`src/rtl/ldst_pkg.sv`:
```
package ldst_pkg;

    typedef enum logic [1:0] {
        ST_IDLE = 2'd0,
        ST_LO   = 2'd1,
        ST_HI   = 2'd2,
        ST_DONE = 2'd3
    } seq_state_t;

    localparam int BYTE_W = 8;
    localparam int NBYTES = 2;
    localparam int REG_W  = BYTE_W * NBYTES;
    localparam int NREGS  = 3;

    // register index from the target select: 0 acc, 1 X, 2/3 Y
    function automatic int unsigned reg_index(input logic [1:0] sel);
        return (sel[1]) ? 2 : int'(sel[0]);
    endfunction

endpackage

```
`src/rtl/ldst_fsm.sv`:
```
module ldst_fsm
    import ldst_pkg::*;
(
    input  logic       clk,
    input  logic       rst_n,
    input  logic       start,
    input  logic       narrow_q,
    output seq_state_t state,
    output logic       accept,
    output logic       access,
    output logic       hi_phase,
    output logic       last_access,
    output logic       done
);

    seq_state_t state_nx;

    always_comb begin
        state_nx = state;
        unique case (state)
            ST_IDLE: if (start) state_nx = ST_LO;
            ST_LO:   state_nx = narrow_q ? ST_DONE : ST_HI;
            ST_HI:   state_nx = ST_DONE;
            ST_DONE: state_nx = ST_IDLE;
            default: state_nx = ST_IDLE;
        endcase
    end

    always_ff @(posedge clk) begin
        if (!rst_n) state <= ST_IDLE;
        else        state <= state_nx;
    end

    always_comb begin
        accept      = 1'b0;
        access      = 1'b0;
        hi_phase    = 1'b0;
        last_access = 1'b0;
        done        = 1'b0;
        unique case (state)
            ST_IDLE: accept = start;
            ST_LO: begin
                access      = 1'b1;
                last_access = narrow_q;
            end
            ST_HI: begin
                access      = 1'b1;
                hi_phase    = 1'b1;
                last_access = 1'b1;
            end
            ST_DONE: done = 1'b1;
            default: ;
        endcase
    end

endmodule

```
`src/rtl/ldst_addr.sv`:
```
module ldst_addr #(
    parameter int AW = 16
) (
    input  logic          clk,
    input  logic          rst_n,
    input  logic          accept,
    input  logic [AW-1:0] ea,
    input  logic          hi_phase,
    output logic [AW-1:0] mem_addr
);

    logic [AW-1:0] base_q;

    always_ff @(posedge clk) begin
        if (!rst_n)      base_q <= '0;
        else if (accept) base_q <= ea;
    end

    // the high byte sits one above the base, wrapping at 2^AW
    assign mem_addr = hi_phase ? AW'(base_q + AW'(1)) : base_q;

endmodule

```
`src/rtl/ldst_regs.sv`:
```
module ldst_regs
    import ldst_pkg::*;
(
    input  logic              clk,
    input  logic              rst_n,
    input  logic              commit,
    input  logic [1:0]        tgt_q,
    input  logic              narrow_q,
    input  logic [BYTE_W-1:0] byte_lo,
    input  logic [BYTE_W-1:0] byte_hi,
    output logic [REG_W-1:0]  acc_q,
    output logic [REG_W-1:0]  x_q,
    output logic [REG_W-1:0]  y_q,
    output logic [REG_W-1:0]  src_val,
    output logic              flag_n,
    output logic              flag_z
);

    logic [REG_W-1:0] bank [NREGS];
    int unsigned      sel_idx;

    assign sel_idx = reg_index(tgt_q);

    for (genvar g = 0; g < NREGS; g++) begin : g_reg
        always_ff @(posedge clk) begin
            if (!rst_n) begin
                bank[g] <= '0;
            end else if (commit && (sel_idx == g)) begin
                bank[g][BYTE_W-1:0] <= byte_lo;
                if (!narrow_q) bank[g][REG_W-1:BYTE_W] <= byte_hi;
            end
        end
    end

    always_ff @(posedge clk) begin
        if (!rst_n) begin
            flag_n <= 1'b0;
            flag_z <= 1'b0;
        end else if (commit) begin
            flag_n <= narrow_q ? byte_lo[BYTE_W-1] : byte_hi[BYTE_W-1];
            flag_z <= narrow_q ? (byte_lo == '0) : ({byte_hi, byte_lo} == '0);
        end
    end

    assign acc_q   = bank[0];
    assign x_q     = bank[1];
    assign y_q     = bank[2];
    assign src_val = bank[sel_idx];

endmodule

```
`src/rtl/ldst_seq.sv`:
```
module ldst_seq
    import ldst_pkg::*;
#(
    parameter int AW = 16
) (
    input  logic              clk,
    input  logic              rst_n,
    input  logic              start,
    input  logic [1:0]        op,
    input  logic [1:0]        tgt,
    input  logic              narrow,
    input  logic [AW-1:0]     ea,
    output logic [AW-1:0]     mem_addr,
    output logic [BYTE_W-1:0] mem_wdata,
    input  logic [BYTE_W-1:0] mem_rdata,
    output logic              mem_rd,
    output logic              mem_wr,
    output logic              done,
    output logic [REG_W-1:0]  acc_q,
    output logic [REG_W-1:0]  x_q,
    output logic [REG_W-1:0]  y_q,
    output logic              flag_n,
    output logic              flag_z
);

    seq_state_t        state;
    logic              accept, access, hi_phase, last_access;
    logic              load_q, zero_q, narrow_q;
    logic [1:0]        tgt_q;
    logic [BYTE_W-1:0] lo_byte_q;
    logic [BYTE_W-1:0] commit_lo, commit_hi;
    logic [REG_W-1:0]  src_val;
    logic              commit;

    always_ff @(posedge clk) begin
        if (!rst_n) begin
            load_q   <= 1'b0;
            zero_q   <= 1'b0;
            narrow_q <= 1'b1;
            tgt_q    <= '0;
        end else if (accept) begin
            load_q   <= (op == 2'b00);
            zero_q   <= op[1];
            narrow_q <= narrow;
            tgt_q    <= tgt;
        end
    end

    always_ff @(posedge clk) begin
        if (!rst_n)                         lo_byte_q <= '0;
        else if (mem_rd && !hi_phase)       lo_byte_q <= mem_rdata;
    end

    ldst_fsm u_fsm (
        .clk         (clk),
        .rst_n       (rst_n),
        .start       (start),
        .narrow_q    (narrow_q),
        .state       (state),
        .accept      (accept),
        .access      (access),
        .hi_phase    (hi_phase),
        .last_access (last_access),
        .done        (done)
    );

    ldst_addr #(.AW(AW)) u_addr (
        .clk      (clk),
        .rst_n    (rst_n),
        .accept   (accept),
        .ea       (ea),
        .hi_phase (hi_phase),
        .mem_addr (mem_addr)
    );

    assign commit    = load_q && last_access;
    assign commit_lo = narrow_q ? mem_rdata : lo_byte_q;
    assign commit_hi = mem_rdata;

    ldst_regs u_regs (
        .clk      (clk),
        .rst_n    (rst_n),
        .commit   (commit),
        .tgt_q    (tgt_q),
        .narrow_q (narrow_q),
        .byte_lo  (commit_lo),
        .byte_hi  (commit_hi),
        .acc_q    (acc_q),
        .x_q      (x_q),
        .y_q      (y_q),
        .src_val  (src_val),
        .flag_n   (flag_n),
        .flag_z   (flag_z)
    );

    assign mem_rd    = access && load_q;
    assign mem_wr    = access && !load_q;
    assign mem_wdata = zero_q   ? '0 :
                       hi_phase ? src_val[REG_W-1:BYTE_W] : src_val[BYTE_W-1:0];

endmodule

```
`config.mk`:
```
export PLATFORM = sky130hd
export DESIGN_NAME = ldst_seq
export DESIGN_NICKNAME = d
export VERILOG_FILES = /design/src/rtl/ldst_pkg.sv /design/src/rtl/ldst_fsm.sv /design/src/rtl/ldst_addr.sv /design/src/rtl/ldst_regs.sv /design/src/rtl/ldst_seq.sv
export SDC_FILE = /design/constraint.sdc
export NUM_CORES = 1
export LEC_CHECK = 0
export ABC_AREA = 1
export BUFFER_PORTS_ARGS = -buffer_cell sky130_fd_sc_hd__buf_4
export CORE_MARGIN = 3
export CORE_UTILIZATION = 34
export DETAILED_ROUTE_END_ITERATION = 8
export HOLD_SLACK_MARGIN = 0.02
export SLEW_MARGIN = 10
export SYNTH_ARGS = -nofsm -noshare
export SYNTH_HDL_FRONTEND = slang
export SYNTH_SLANG_ARGS = --single-unit
```
`constraint.sdc`:
```
create_clock -name clk -period 2.4 [get_ports clk]
set_clock_uncertainty 0.1 [all_clocks]
set_input_delay 0.12 -clock clk [delete_from_list [all_inputs] [get_ports clk]]
set_output_delay 0.12 -clock clk [all_outputs]
set_load 0.05 [all_outputs]
```
# Yosys cells after proc, flatten, opt, wreduce, memory -nomap -nowiden

Memory sizes are Yosys's and may differ from the RTL's.
Index checks and enable logic that the tools add are counted.

Magnitude comparators: 0
Shift operators: 0
$add $sub $neg: 1
Divide/modulo/power cells: 0
Equality and inequality tests: 6
Bitwise logic cells: 6
$mul: 0
Reductions and logical operators: 15
Mux-type cells: 41

Operator list:

| kind                                                             | number |
|---|---|
| 8-bit two-way mux                                                | 9 |
| 32-bit by 1-bit == test with 1-bit output, second input constant | 1 |
| 32-bit by 2-bit == test with 1-bit output, second input constant | 1 |
| 32-bit zero test                                                 | 1 |
| 1-bit two-way mux                                                | 27 |
| 16-bit by 1-bit adder with 16-bit output, second input constant  | 1 |
| 16-bit zero test                                                 | 1 |
| 16-bit two-way mux                                               | 1 |
| 8-bit zero test                                                  | 1 |
| 2-bit one-hot mux with 4 select lines                            | 1 |
| 1-bit logical AND                                                | 7 |
| 1-bit bitwise OR                                                 | 6 |
| 2-bit == test, second input constant                             | 2 |
| 2-bit zero test                                                  | 2 |
| 2-bit two-way mux                                                | 2 |
| 2-bit by 1-bit == test with 1-bit output, second input constant  | 1 |
| 1-bit zero test                                                  | 2 |
| 2-bit != test, second input constant                             | 1 |
| 1-bit one-hot mux with 2 select lines                            | 1 |
| 2-bit OR reduction                                               | 1 |

Word-level logic and storage cells: 79
Bits in read-only memories: 0
Register bits after elaboration: 33
Output and inout bits: 77
Input bits: 32
RAM bits: 48
Latch bits: 0
Memories kept: 1

Memories:

| memory      | depth | bits a word | rd ports | clocked after memory_dff | wr ports | RTL line        | source |
|---|---|---|---|---|---|---|---|
| u_regs.bank | 3     | 16          | 4        | 0                        | 3        | ldst_regs.sv:19 | `logic [REG_W-1:0] bank [NREGS];` |

# Logic depth before layout (Yosys ltp)

Gate-level depths: netlist of the first run.

Word-level depth: 8
Mapped depth: 11

# Modules after synthesis

From an unflattened synthesis of the first run, not the netlist that was laid out.

Cell total of the unflattened synthesis: 513
Area total of the unflattened synthesis: 4105.2 sq um

Modules (own cells, without submodules):

| module    | cells each | area each (sq um) | sequential area each (sq um) | times used |
|---|---|---|---|---|
| ldst_regs | 227        | 2228.4            | 1481.4                       | 1 |
| ldst_addr | 134        | 938.4             | 320.3                        | 1 |
| ldst_seq  | 123        | 745.7             | 260.2                        | 1 |
| ldst_fsm  | 29         | 192.7             | 40.0                         | 1 |

# Worst setup path after synthesis of the first run

Ideal clock, no wire load.

Kind: register to register
Start point: reg u_fsm.state[0]
End point: mem u_regs.bank[1][10] (netlist name), enable pin
Stages on the path, launching flop included: 9
Clock period less this slack: 2.527 ns
Buffers on the path: 0
Path slack: -0.127 ns
Setup time: 0.384 ns
Arrival: 2.043 ns
Path through: dfxtp_1 -> inv_1 -> ha_1 -> nand2_1 -> inv_1 -> nand2_2 -> clkinv_2 -> nand2_2 -> o21ai_0

RTL lines:

| item                   | RTL line        | source |
|---|---|---|
| start, declared        | ldst_fsm.sv:8   | `output seq_state_t state,` |
| start signal, assigned | ldst_fsm.sv:31  | `else state <= state_nx;` |
| end, declared          | ldst_regs.sv:19 |  |

# Worst setup path after layout of the first run

Start point: reg tgt_q[1]
End point: out mem_wdata[7]

Word-level cells in the longest chain between the ends: 4

Ends and longest elaborated chain:

| item                   | RTL line       | source |
|---|---|---|
| start, declared        | ldst_seq.sv:29 | `logic [1:0] tgt_q;` |
| start signal, assigned | ldst_seq.sv:45 | `tgt_q <= tgt;` |
| 2-bit two-way mux      | ldst_pkg.sv:17 | `return (sel[1]) ? 2 : int'(sel[0]);` |
| memory read 3 x 16 bit | -              |  |
| 8-bit two-way mux      | ldst_seq.sv:99 | `hi_phase ? src_val[REG_W-1:BYTE_W] : src_val[BYTE_W-1:0];` |
| 8-bit two-way mux      | ldst_seq.sv:98 | `assign mem_wdata = zero_q ? '0 :` |
| end, declared          | ldst_seq.sv:14 | `output logic [BYTE_W-1:0] mem_wdata,` |

No other way between the ends.

==> impl_metrics.py, run 1 <==
metrics = {
    "sta": {
        "relSlewSlack_pct": 62.1,
        "max_freq_ghz": 0.440,
        "fin_ws_ns": 0.128,
        "slew_violations": 0,
        "finalSetupViolations": 0,
        "finalHoldViolCount": 0,
        "hold_ws_ns": 0.0645,
        "rsz0062_at_grt": "yes",
        "fin_crit_ns": 2.27,
        "period_share_pct": 94.6,
        "worstMarginPinSlew_ns": 0.567,
    },
    "global_routing": {
        "overflow": 0,
        "grt_antenna_before_repair": 0,
        "grt_pass1_wl_um": 18400,
        "grt_max_degree": 39,
        "grt_pass1_vias": 3423,
        "track_usage_pct": 18.5,
    },
    "critical_path": {
        "worstReg2RegStart": "u_fsm.state[1]",
        "start_kind": "register",
        "critPathCaptureType": "output pin",
        "reg2reg_slack_ns": 0.36,
        "worst-endpoint-arrival_ns": 2.05,
        "crit_type": "register to output pin",
        "ff2ff_path_depth": 8,
        "required_ns": 2.18,
        "r2r-end": "u_regs.bank[0][5]",
        "path_max_fanout": 18,
    },
    "cts": {
        "clk_latency_ns": 0.34,
        "postCtsSetupBuffers": 0,
        "cts-buffers-inserted": 9,
        "cts-root-buf": "clkbuf_16",
        "htreeDepth": 3,
        "cts.reportedPaths.clkPinSlew_ns": 0.06,
        "max-clock-path-buffers": 2,
        "cts_tree": "built",
        "cts_sinks": 81,
    },
    "logic_synthesis": {
        "ys_ff_latch": 81,
        "syn-cell-area_um2": 3930,
        "yosysSeqAreaShare_pct": 53.5,
        "synth_compound_area_share_pct": 12.2,
        "yosys.area_share.xor_xnor_pct": 2.90,
        "synthCells": 471,
        "syn_nets": 508,
        "post_synth.cell_area_avg_um2": 8.35,
        "yosys.area_share.adder_pct": 1.59,
        "synthSimpleGateAreaFrac_pct": 22.2,
        "synth_mux_area_share_pct": 0,
        "ys.warnings.count": 0,
        "ys_types": 28,
        "synth_top_family_by_area": "simple AND/OR/NAND/NOR gates",
    },
    "die": {
        "die_y_um": 114,
        "core_area_um2": 11100,
        "die_area_um2": 12900,
        "core.rowCount": 38,
        "initial_utilization_pct": 35.5,
        "ios": 109,
        "fp.dieW_um": 114,
    },
    "drt": {
        "vias": 3599,
        "routed_wl_um": 12000,
        "ant_nets": 0,
        "drc": 0,
        "drt_iter0_markers": 267,
        "firstDrtPassIters": 5,
        "routedWlPerCell_um": 16.0,
        "via_per_inst": 4.80,
    },
    "cells_and_area": {
        "fin_nets": 642,
        "layout-drive-gt1-share_pct": 26.6,
        "fin_area_um2": 5480,
        "syn2layout_area_growth_pct": 39.3,
        "num_antenna_cells": 0,
        "fillerInstances": 1028,
    },
    "power": {
        "power_density_nw_per_um2": 1050,
        "ir_worst_vdd_uv": 530,
        "p_leak_nw": 2.50,
        "totalPowerFinal_mw": 5.74,
    },
    "worst_hold_path": {
        "holdPathStages": 3,
        "holdCritStartpoint": "mem_rdata[4]",
        "hold_path_class": "input pin to register",
        "whs_endpoint": "lo_byte_q[4]",
    },
    "run": {
        "max_cap_violations": 0,
    },
    "placement": {
        "dp_hpwl_um": 8840,
        "gp_congestion": 0.886,
        "port-buffer-count": 108,
        "post-place-ws_ns": 0.247,
        "dpl_cell_area_um2": 4900,
    },
    "run_status": {
        "status": "finished clean",
    },
}
## cell usage in the layout (no fill, tap or decap), types with 3 or more instances in the layout
master           n
o21ai_1          4
o21ai_0         44
nor3_1           3
nor2_1         100
o211ai_1         4
o221ai_1         5
a21oi_1         25
clkbuf_16        9
o22ai_1          5
buf_4          116
nand2_1         76
nor2_4           4
dfxtp_1         33
xnor2_1          3
edfxtp_1        48
ha_1             4
inv_2            7
inv_1           51
xor2_1          10
nand3_1          7
or2_2            6
dlygate4sd3_1   23
nand2_2          9
## critical path, stage by stage (launching register included)
cell and delay, ns:
dfxtp_1 0.38, inv_2 0.18, nand2_4 0.26, nor2_1 0.06, o21ai_0 0.34, nand2_1 0.12, a21oi_1 0.15, buf_4 0.22
## synthesized netlist by cell type
library cell | instances | share of area, %
a21oi_1 | 25 | 3.2
buf_2 | 6 | 0.76
buf_4 | 1 | 0.19
buf_6 | 1 | 0.29
clkbuf_1 | 8 | 0.76
clkinv_2 | 1 | 0.13
dfxtp_1 | 33 | 17
edfxtp_1 | 48 | 37
ha_1 | 5 | 1.6
inv_1 | 51 | 4.9
inv_2 | 7 | 0.67
nand2_1 | 76 | 7.3
nand2_2 | 10 | 1.6
nand3_1 | 7 | 0.89
nand3_2 | 1 | 0.25
nand4_1 | 2 | 0.32
nor2_1 | 100 | 9.5
nor2_2 | 1 | 0.16
nor2_4 | 3 | 0.86
nor3_1 | 3 | 0.38
o211ai_1 | 4 | 0.76
o21ai_0 | 48 | 6.1
o21bai_1 | 1 | 0.19
o221ai_1 | 5 | 1.1
o22ai_1 | 5 | 0.80
or2_2 | 6 | 0.95
xnor2_1 | 3 | 0.67
xor2_1 | 10 | 2.2
## sequential cells by signal (all words and copies together), names as in the netlist
signal         count
u_fsm.state        2
lo_byte_q          8
u_addr.base_q     16
narrow_q           1
zero_q             1
load_q             1
tgt_q              2
u_regs.flag_z      1
u_regs.flag_n      1
u_regs.bank       48
## power by group
part | switching (mW) | internal, mW | total (mW)
combinational | 1.74 | 0.718 | 2.46
sequential | 0.152 | 1.62 | 1.78
clock | 0.579 | 0.924 | 1.50
## worst max-delay path by stage
stage / start / to / slack (ns) / cells after the start
after CTS: tgt_q[1] / mem_wdata[7] / 0.04 / 7
after global placement: u_fsm.state[0] / u_regs.bank[1][8] / 0.36 / 9
final: tgt_q[1] / mem_wdata[7] / 0.13 / 7
after floorplan: u_fsm.state[0] / u_regs.bank[1][10] / 0.09 / 8
after global routing: u_fsm.state[0] / mem_addr[14] / -0.0009 / 11
after detailed placement: u_fsm.state[0] / u_regs.bank[0][7] / 0.25 / 8
## per-layer routing
metal  wire [um]  vias to the layer above  part of all wire, %  global-route usage (%)
li1            -                     1797                    -                       -
met1        5220                     1661                   43                    24.4
met4         208                        0                  1.7                    6.41
met2        5860                      123                   49                    30.3
met3         706                       18                  5.9                    3.66
met5           0                        -                    0                       0
## cells by family (layout without fill, tap and decap cells)
logic type | after synthesis | count (layout)
AO/OA/AOI/OAI | 88 | 88
adder cells (fa/ha/maj) | 5 | 5
buffers and inverters | 75 | 214
AND/OR/NAND/NOR | 209 | 209
flip-flops | 81 | 81
XOR/XNOR | 13 | 13
## final cells by class
class / count / area, um2 / share of cell area [%]
Clock inverter: 7 / 101 / 1.85
Sequential cell: 81 / 2100 / 38.4
Timing Repair Buffer: 139 / 1100 / 20.1
Clock buffer: 9 / 225 / 4.11
Multi-Input combinational cell: 315 / 1550 / 28.3
Tap cell: 140 / 175 / 3.20
Inverter: 59 / 223 / 4.07
## stage by stage
stage	utilization (%)	TNS (ns)	cells
after floorplan	-	0	471
after global placement	44.2	0	711
after detailed placement	44.2	0	711
after CTS	49.3	0	750
after global routing	49.4	-0.000875	750
final	49.4	0	750
## repair_timing
item	CTS	global route
pin swaps	0	1
hold buffers	23	0
gates resized for setup	1	4
endpoints found under the setup margin	1	7
endpoints found under the hold margin	23	0
Power figures use the tool's default switching activity.
==> run 2, diff against run 1 <==
--- a/config.mk
+++ b/config.mk
@@ -6,12 +6,13 @@
 export NUM_CORES = 1
 export LEC_CHECK = 0
 export ABC_AREA = 1
-export BUFFER_PORTS_ARGS = -buffer_cell sky130_fd_sc_hd__buf_4
 export CORE_MARGIN = 3
 export CORE_UTILIZATION = 34
 export DETAILED_ROUTE_END_ITERATION = 8
+export DONT_BUFFER_PORTS = 1
 export HOLD_SLACK_MARGIN = 0.02
 export SLEW_MARGIN = 10
 export SYNTH_ARGS = -nofsm -noshare
 export SYNTH_HDL_FRONTEND = slang
+export SYNTH_HIERARCHICAL = 1
 export SYNTH_SLANG_ARGS = --single-unit
==> constraint.sdc (replaced) <==
create_clock -name clk -period 2.83 [get_ports clk]
set_clock_uncertainty 0.1 [all_clocks]
set_input_delay 0.1415 -clock clk [delete_from_list [all_inputs] [get_ports clk]]
set_output_delay 0.1415 -clock clk [all_outputs]
set_load 0.05 [all_outputs]
==> impl_metrics.py, run 2 <==
metrics = {
    "critical_path": {
        "crit_slowest_cell": "o21ai_0",
        "path_common_cell": "inv_1",
        "required_ns": 2.78,
        "critical_path.max_stage_delay_ns": 0.41,
        "crit_type": "register to register",
        "start_kind": "register",
        "worst-endpoint-arrival_ns": 2.40,
        "worstPathCellList": "inv_1 > ha_1 > a21boi_0 > nand2_1 > inv_1 > nand2_2 > o21ai_0 > buf_4",
        "path_max_fanout": 6,
        "crit_buf_inv": 3,
        "critPathTopFamily": "compound AO/OA/AOI/OAI gates",
        "critPathCaptureType": "register",
    },
    "drt": {
        "drc": 0,
        "routedWlPerCell_um": 15.8,
        "via_per_inst": 4.90,
        "drt_iter0_markers": 247,
        "ant_nets": 0,
        "vias": 3519,
        "firstDrtPassIters": 5,
        "routed_wl_um": 11300,
    },
    "placement": {
        "dp_hpwl_um": 8410,
        "gp_congestion": 0.840,
        "dpl_cell_area_um2": 4420,
        "port-buffer-count": 0,
        "post-place-ws_ns": 0.386,
    },
    "global_routing": {
        "grt_pass1_vias": 3344,
        "grt_max_degree": 34,
        "grt_pass1_wl_um": 17500,
        "track_usage_pct": 16.9,
        "grt_antenna_before_repair": 0,
        "overflow": 0,
    },
    "sta": {
        "rsz0062_at_grt": "no",
        "tns_ns": 0,
        "relSlewSlack_pct": 20.1,
        "fin_crit_ns": 2.45,
        "worstMarginPinSlew_ns": 1.19,
        "hold_ws_ns": 0.0457,
        "max_freq_ghz": 0.408,
        "fin_ws_ns": 0.379,
        "finalSetupViolations": 0,
        "period_share_pct": 86.6,
        "slew_violations": 0,
        "finalHoldViolCount": 0,
    },
    "cells_and_area": {
        "layout-drive-gt1-share_pct": 12.9,
        "num_antenna_cells": 0,
        "reg_top3": "u_regs/bank x48, u_addr/base_q x16, lo_byte_q x8",
        "top_register": "u_regs/bank",
        "fin_area_um2": 5030,
        "largest_register_ff_count": 48,
        "syn2layout_area_growth_pct": 22.5,
        "final_common_cell": "nand2_1",
        "fin_nets": 608,
        "post-route-util_pct": 43.3,
        "final_cell_mix": "128 x nand2_1, 114 x nor2_1, 50 x inv_1, 48 x edfxtp_1",
    },
    "logic_synthesis": {
        "synth_edf_count": 48,
        "ys_types": 28,
        "synthArstFlopShare_pct": 0,
        "yosys.area_share.xor_xnor_pct": 2.35,
        "ys_top_cells_by_area": "edfxtp_1 35%, dfxtp_1 16%, nand2_1 12%",
        "netlist.area_leader.share_pct": 35.1,
        "synth_mux_area_share_pct": 0,
        "yosysSeqAreaShare_pct": 51.2,
        "synth_top_area_cell": "edfxtp_1",
        "yosys-top-cells-count": "128 x nand2_1, 114 x nor2_1, 50 x inv_1, 48 x edfxtp_1",
        "synth_top_family_by_area": "simple AND/OR/NAND/NOR gates",
        "synthSimpleGateAreaFrac_pct": 30.9,
        "synthCells": 513,
        "synth_most_common_cell": "nand2_1",
        "yosys.area_share.adder_pct": 1.83,
        "ys_ff_latch": 81,
        "synthFlopType": "edfxtp_1",
        "syn_nets": 551,
        "post_synth.cell_area_avg_um2": 8.00,
        "syn-cell-area_um2": 4110,
        "synth_compound_area_share_pct": 6.46,
        "ys.warnings.count": 6,
    },
    "cts": {
        "cts-root-buf": "clkbuf_16",
        "cts.reportedPaths.clkPinSlew_ns": 0.06,
        "cts_resized": 0,
        "max-clock-path-buffers": 2,
        "cts-buffers-inserted": 9,
        "cts_tree": "built",
        "cts_sinks": 81,
        "htreeDepth": 3,
        "clk_latency_ns": 0.33,
    },
    "power": {
        "ir_worst_vdd_uv": 394,
        "p_leak_nw": 2.25,
        "power_density_nw_per_um2": 890,
    },
    "die": {
        "core.rowCount": 39,
        "die_y_um": 116,
        "ios": 109,
        "fp.dieW_um": 116,
        "core_area_um2": 11600,
        "die_area_um2": 13400,
        "initial_utilization_pct": 35.3,
    },
    "run": {
        "max_cap_violations": 0,
    },
    "run_status": {
        "status": "finished clean",
    },
    "worst_hold_path": {
        "hold_path_class": "input pin to register",
    },
}
run 2: changes by cell type after synthesis, sizes merged, moves of 4 or more:
cell    before  now
nand3        8   28
or2          6    0
o22ai        5    0
o221ai       5    0
nor2       104  124
o211ai       4    0
a21oi       25   14
o21ai       48   33
nand2       86  138
run 2: area by class of cell:
cell class,instances,area (um2)
multi-input cells,362,1700
clock buffers,10,229
repair buffers,59,520
well taps,143,179
clock inverters,6,72.6
flip-flops and latches,81,2100
inverters,57,223
fillers,1156,6580
run 2: cells by family (layout without fill, tap and decap cells):
group / after synthesis / in the layout
compound gates: 51 / 51
xor+xnor: 11 / 11
fa+ha+maj: 6 / 6
buf+inv: 70 / 132
flops: 81 / 81
simple gates: 294 / 294
run 2: path summary, 6_finish.rpt:
check,start,to,slack (ns),depth (start not counted)
max,u_fsm/state[1],u_regs/bank[1][15],0.38,8
min,rst_n,u_regs/bank[1][12],0.05,1
max reg2reg,u_fsm/state[1],u_regs/bank[1][15],0.38,8
min reg2reg,u_addr/base_q[15],u_addr/base_q[15],0.37,2
run 2: metrics by stage:
stage	instances	total power [mW]
final	718	4.48
after global routing	718	4.72
after CTS	718	4.51
after detailed placement	671	3.27
after global placement	671	3.24
after floorplan	513	2.84
run 2: worst reg2reg max path, cell delays in order (launching register included):
cell	delay [ns]
dfxtp_1	0.36
inv_1	0.10
ha_1	0.40
a21boi_0	0.21
nand2_1	0.07
inv_1	0.17
nand2_2	0.11
o21ai_0	0.41
buf_4	0.24
run 2: layer usage:
layer	global-route usage [%]	share of wire (%)	vias to the layer above
li1	-	-	1734
met1	21.4	43	1640
met2	28.3	47	131
met3	5.12	8.1	14
met4	4.33	1.1	0
met5	0	0	-
run 2: timing repair:
item,CTS,global route
hold endpoints to repair,55,0
setup buffers,0,0
hold buffers,31,0
endpoints found under the setup margin,0,0
run 2: where the power goes:
part	internal (mW)	switching, mW
Sequential	1.38	0.243
Combinational	0.468	1.20
Clock	0.698	0.480
==> run 3, diff against run 2 <==
--- a/config.mk
+++ b/config.mk
@@ -5,9 +5,9 @@
 export SDC_FILE = /design/constraint.sdc
 export NUM_CORES = 1
 export LEC_CHECK = 0
-export ABC_AREA = 1
 export CORE_MARGIN = 3
 export CORE_UTILIZATION = 34
+export CTS_CLUSTER_SIZE = 24
 export DETAILED_ROUTE_END_ITERATION = 8
 export DONT_BUFFER_PORTS = 1
 export HOLD_SLACK_MARGIN = 0.02
==> impl_metrics.py, run 3 <==
metrics = {
    "logic_synthesis": {
        "synth_most_common_cell": "mux2i_1",
        "synth_top_area_cell": "edfxtp_1",
        "ys_ff_latch": 81,
        "synthFlopType": "edfxtp_1",
        "ys.warnings.count": 6,
        "ys_types": 44,
        "synth_edf_count": 48,
        "synthCells": 379,
        "syn_nets": 417,
        "yosysSeqAreaShare_pct": 50.4,
        "netlist.area_leader.share_pct": 34.5,
        "ys_top_cells_by_area": "edfxtp_1 35%, dfxtp_1 16%, mux2i_1 13%",
        "syn-cell-area_um2": 4170,
        "yosys-top-cells-count": "53 x mux2i_1, 48 x edfxtp_1, 44 x nand2_1, 39 x and2_1, 33 x dfxtp_1",
        "synthArstFlopShare_pct": 0,
        "post_synth.cell_area_avg_um2": 11.0,
    },
    "cells_and_area": {
        "final_cell_mix": "53 x mux2i_1, 48 x edfxtp_1, 44 x nand2_1, 39 x and2_1, 33 x dfxtp_1",
        "final_common_cell": "mux2i_1",
        "fin_nets": 472,
        "reg_top3": "u_regs/bank x48, u_addr/base_q x16, lo_byte_q x8",
        "largest_register_ff_count": 48,
        "top_register": "u_regs/bank",
        "syn2layout_area_growth_pct": 21.6,
        "layout-drive-gt1-share_pct": 15.9,
        "final_cells": 582,
        "num_antenna_cells": 0,
    },
    "sta": {
        "slew_violations": 0,
        "worstMarginPinSlew_ns": 0.808,
        "fin_crit_ns": 2.45,
        "finalSetupViolations": 0,
        "finalHoldViolCount": 0,
        "fin_ws_ns": 0.379,
        "period_share_pct": 86.6,
        "tns_ns": 0,
        "max_freq_ghz": 0.408,
        "relSlewSlack_pct": 46.0,
        "rsz0062_at_grt": "no",
    },
    "cts": {
        "cts.reportedPaths.clkPinSlew_ns": 0.06,
        "cts-buffers-inserted": 9,
        "cts_tree": "built",
        "cts_sinks": 81,
        "ctsHoldBuffers": 30,
        "cts-root-buf": "clkbuf_16",
        "clk_latency_ns": 0.34,
        "htreeDepth": 3,
        "postCtsSetupBuffers": 0,
        "max-clock-path-buffers": 2,
        "cts_resized": 0,
    },
    "power": {
        "p_leak_nw": 1.91,
        "combPwrFrac_pct": 31.6,
        "power_density_nw_per_um2": 788,
        "p_sw_share_pct": 37.9,
        "totalPowerFinal_mw": 4.00,
        "pwr-share-clk_pct": 29.9,
        "intPower_mw": 2.48,
        "seqPwrFrac_pct": 38.5,
        "ir_worst_vdd_uv": 416,
        "power.switching_mw": 1.51,
    },
    "drt": {
        "firstDrtPassIters": 4,
        "routed_wl_um": 10900,
        "via_per_inst": 5.11,
        "ant_nets": 0,
        "drc": 0,
        "vias": 2972,
        "drt_iter0_markers": 164,
        "routedWlPerCell_um": 18.7,
    },
    "global_routing": {
        "grt_pass1_wl_um": 16400,
        "grt_pass1_vias": 2941,
        "track_usage_pct": 16.2,
        "grt_max_degree": 47,
        "overflow": 0,
        "grt_antenna_before_repair": 0,
    },
    "worst_hold_path": {
        "hold_path_class": "input pin to register",
        "holdPathStages": 2,
    },
    "placement": {
        "port-buffer-count": 0,
        "gp_congestion": 0.804,
        "dp_hpwl_um": 7630,
        "numPlacedInstances": 536,
        "post-place-ws_ns": 0.399,
    },
    "die": {
        "ios": 109,
        "die_area_um2": 13600,
        "initial_utilization_pct": 35.6,
        "core.rowCount": 39,
        "fp.dieW_um": 117,
        "die_y_um": 117,
        "core_area_um2": 11700,
    },
    "critical_path": {
        "start_kind": "register",
        "ff2ff_path_depth": 6,
        "worst-endpoint-arrival_ns": 2.56,
        "critPathCaptureType": "register",
        "required_ns": 2.94,
        "crit_type": "register to register",
        "path_max_fanout": 8,
    },
    "run": {
        "max_cap_violations": 0,
    },
    "run_status": {
        "status": "finished clean",
    },
}
[run 3: changes by cell type in the layout (fill, tap and decap cells not counted), moves of 9 or more]
cell,delta
and2_1,+39
and3_1,+10
a21oi_1,-11
o21ai_0,-12
mux2_2,+9
nor2b_1,+18
nor2_1,-94
nand2_1,-84
nand3_1,-21
mux2i_1,+53
inv_1,-44
[run 3: metal layers]
metal  vias to the layer above  share of wire (%)  global-route usage, %
met3                        16                9.3                   4.37
met5                         -                  0                      0
li1                       1436                  -                      -
met1                      1401                 40                   20.2
met4                         0                1.8                   6.50
met2                       119                 48                   26.6
[run 3: per-stage QoR]
step	utilization (%)	hold slack [ns]	instance area, um2
after floorplan	-	0.169	4170
after global placement	38.1	0.110	4460
after detailed placement	38.1	0.115	4460
after CTS	43.3	0.0224	5070
after global routing	43.3	0.0473	5070
final	43.3	0.0365	5070
[run 3: cells by family (layout without fill, tap and decap cells)]
logic type | count (synthesis) | in the layout | synth area share [%]
buffers and inverters | 23 | 83 | 3.57
adder cells (fa/ha/maj) | 6 | 6 | 1.80
AND/OR/NAND/NOR | 166 | 166 | 22.7
XOR/XNOR | 15 | 15 | 3.15
flip-flops | 81 | 81 | 50.4
multiplexers | 62 | 62 | 15.1
AO/OA/AOI/OAI | 26 | 26 | 3.24
[run 3: cell type report]
cell class                      count  area [um2]
Fill cell                        1110        6640
Sequential cell                    81        2100
Multi-Input combinational cell    275        1920
Timing Repair Buffer               61         543
Clock buffer                        9         225
Tap cell                          143         179
Clock inverter                      7        78.8
Inverter                            6        22.5
[run 3: path summary, 6_finish.rpt]
check / start / end / slack (ns)
worst max-delay path: u_fsm/state[1] / u_regs/bank[0][3] / 0.38
worst min-delay path: rst_n / u_addr/base_q[7] / 0.04
worst max register to register: u_fsm/state[1] / u_regs/bank[0][3] / 0.38
worst min register to register: lo_byte_q[4] / lo_byte_q[4] / 0.36
[run 3: worst max-delay path, stage by stage (launching register included)]
cell,delay [ns]
dfxtp_1,0.39
inv_1,0.10
ha_1,0.37
nor2b_1,0.14
and2_1,0.26
nor3b_1,0.70
and3_1,0.26
[run 3: power groups by stage]
stage | Combinational [mW] | Sequential (mW) | Clock (mW)
floorplan | 0.964 | 1.53 | 0
global placement | 1.19 | 1.56 | 0
detailed placement | 1.21 | 1.57 | 0
CTS | 1.27 | 1.54 | 1.22
global route | 1.34 | 1.55 | 1.27
finish | 1.26 | 1.54 | 1.19
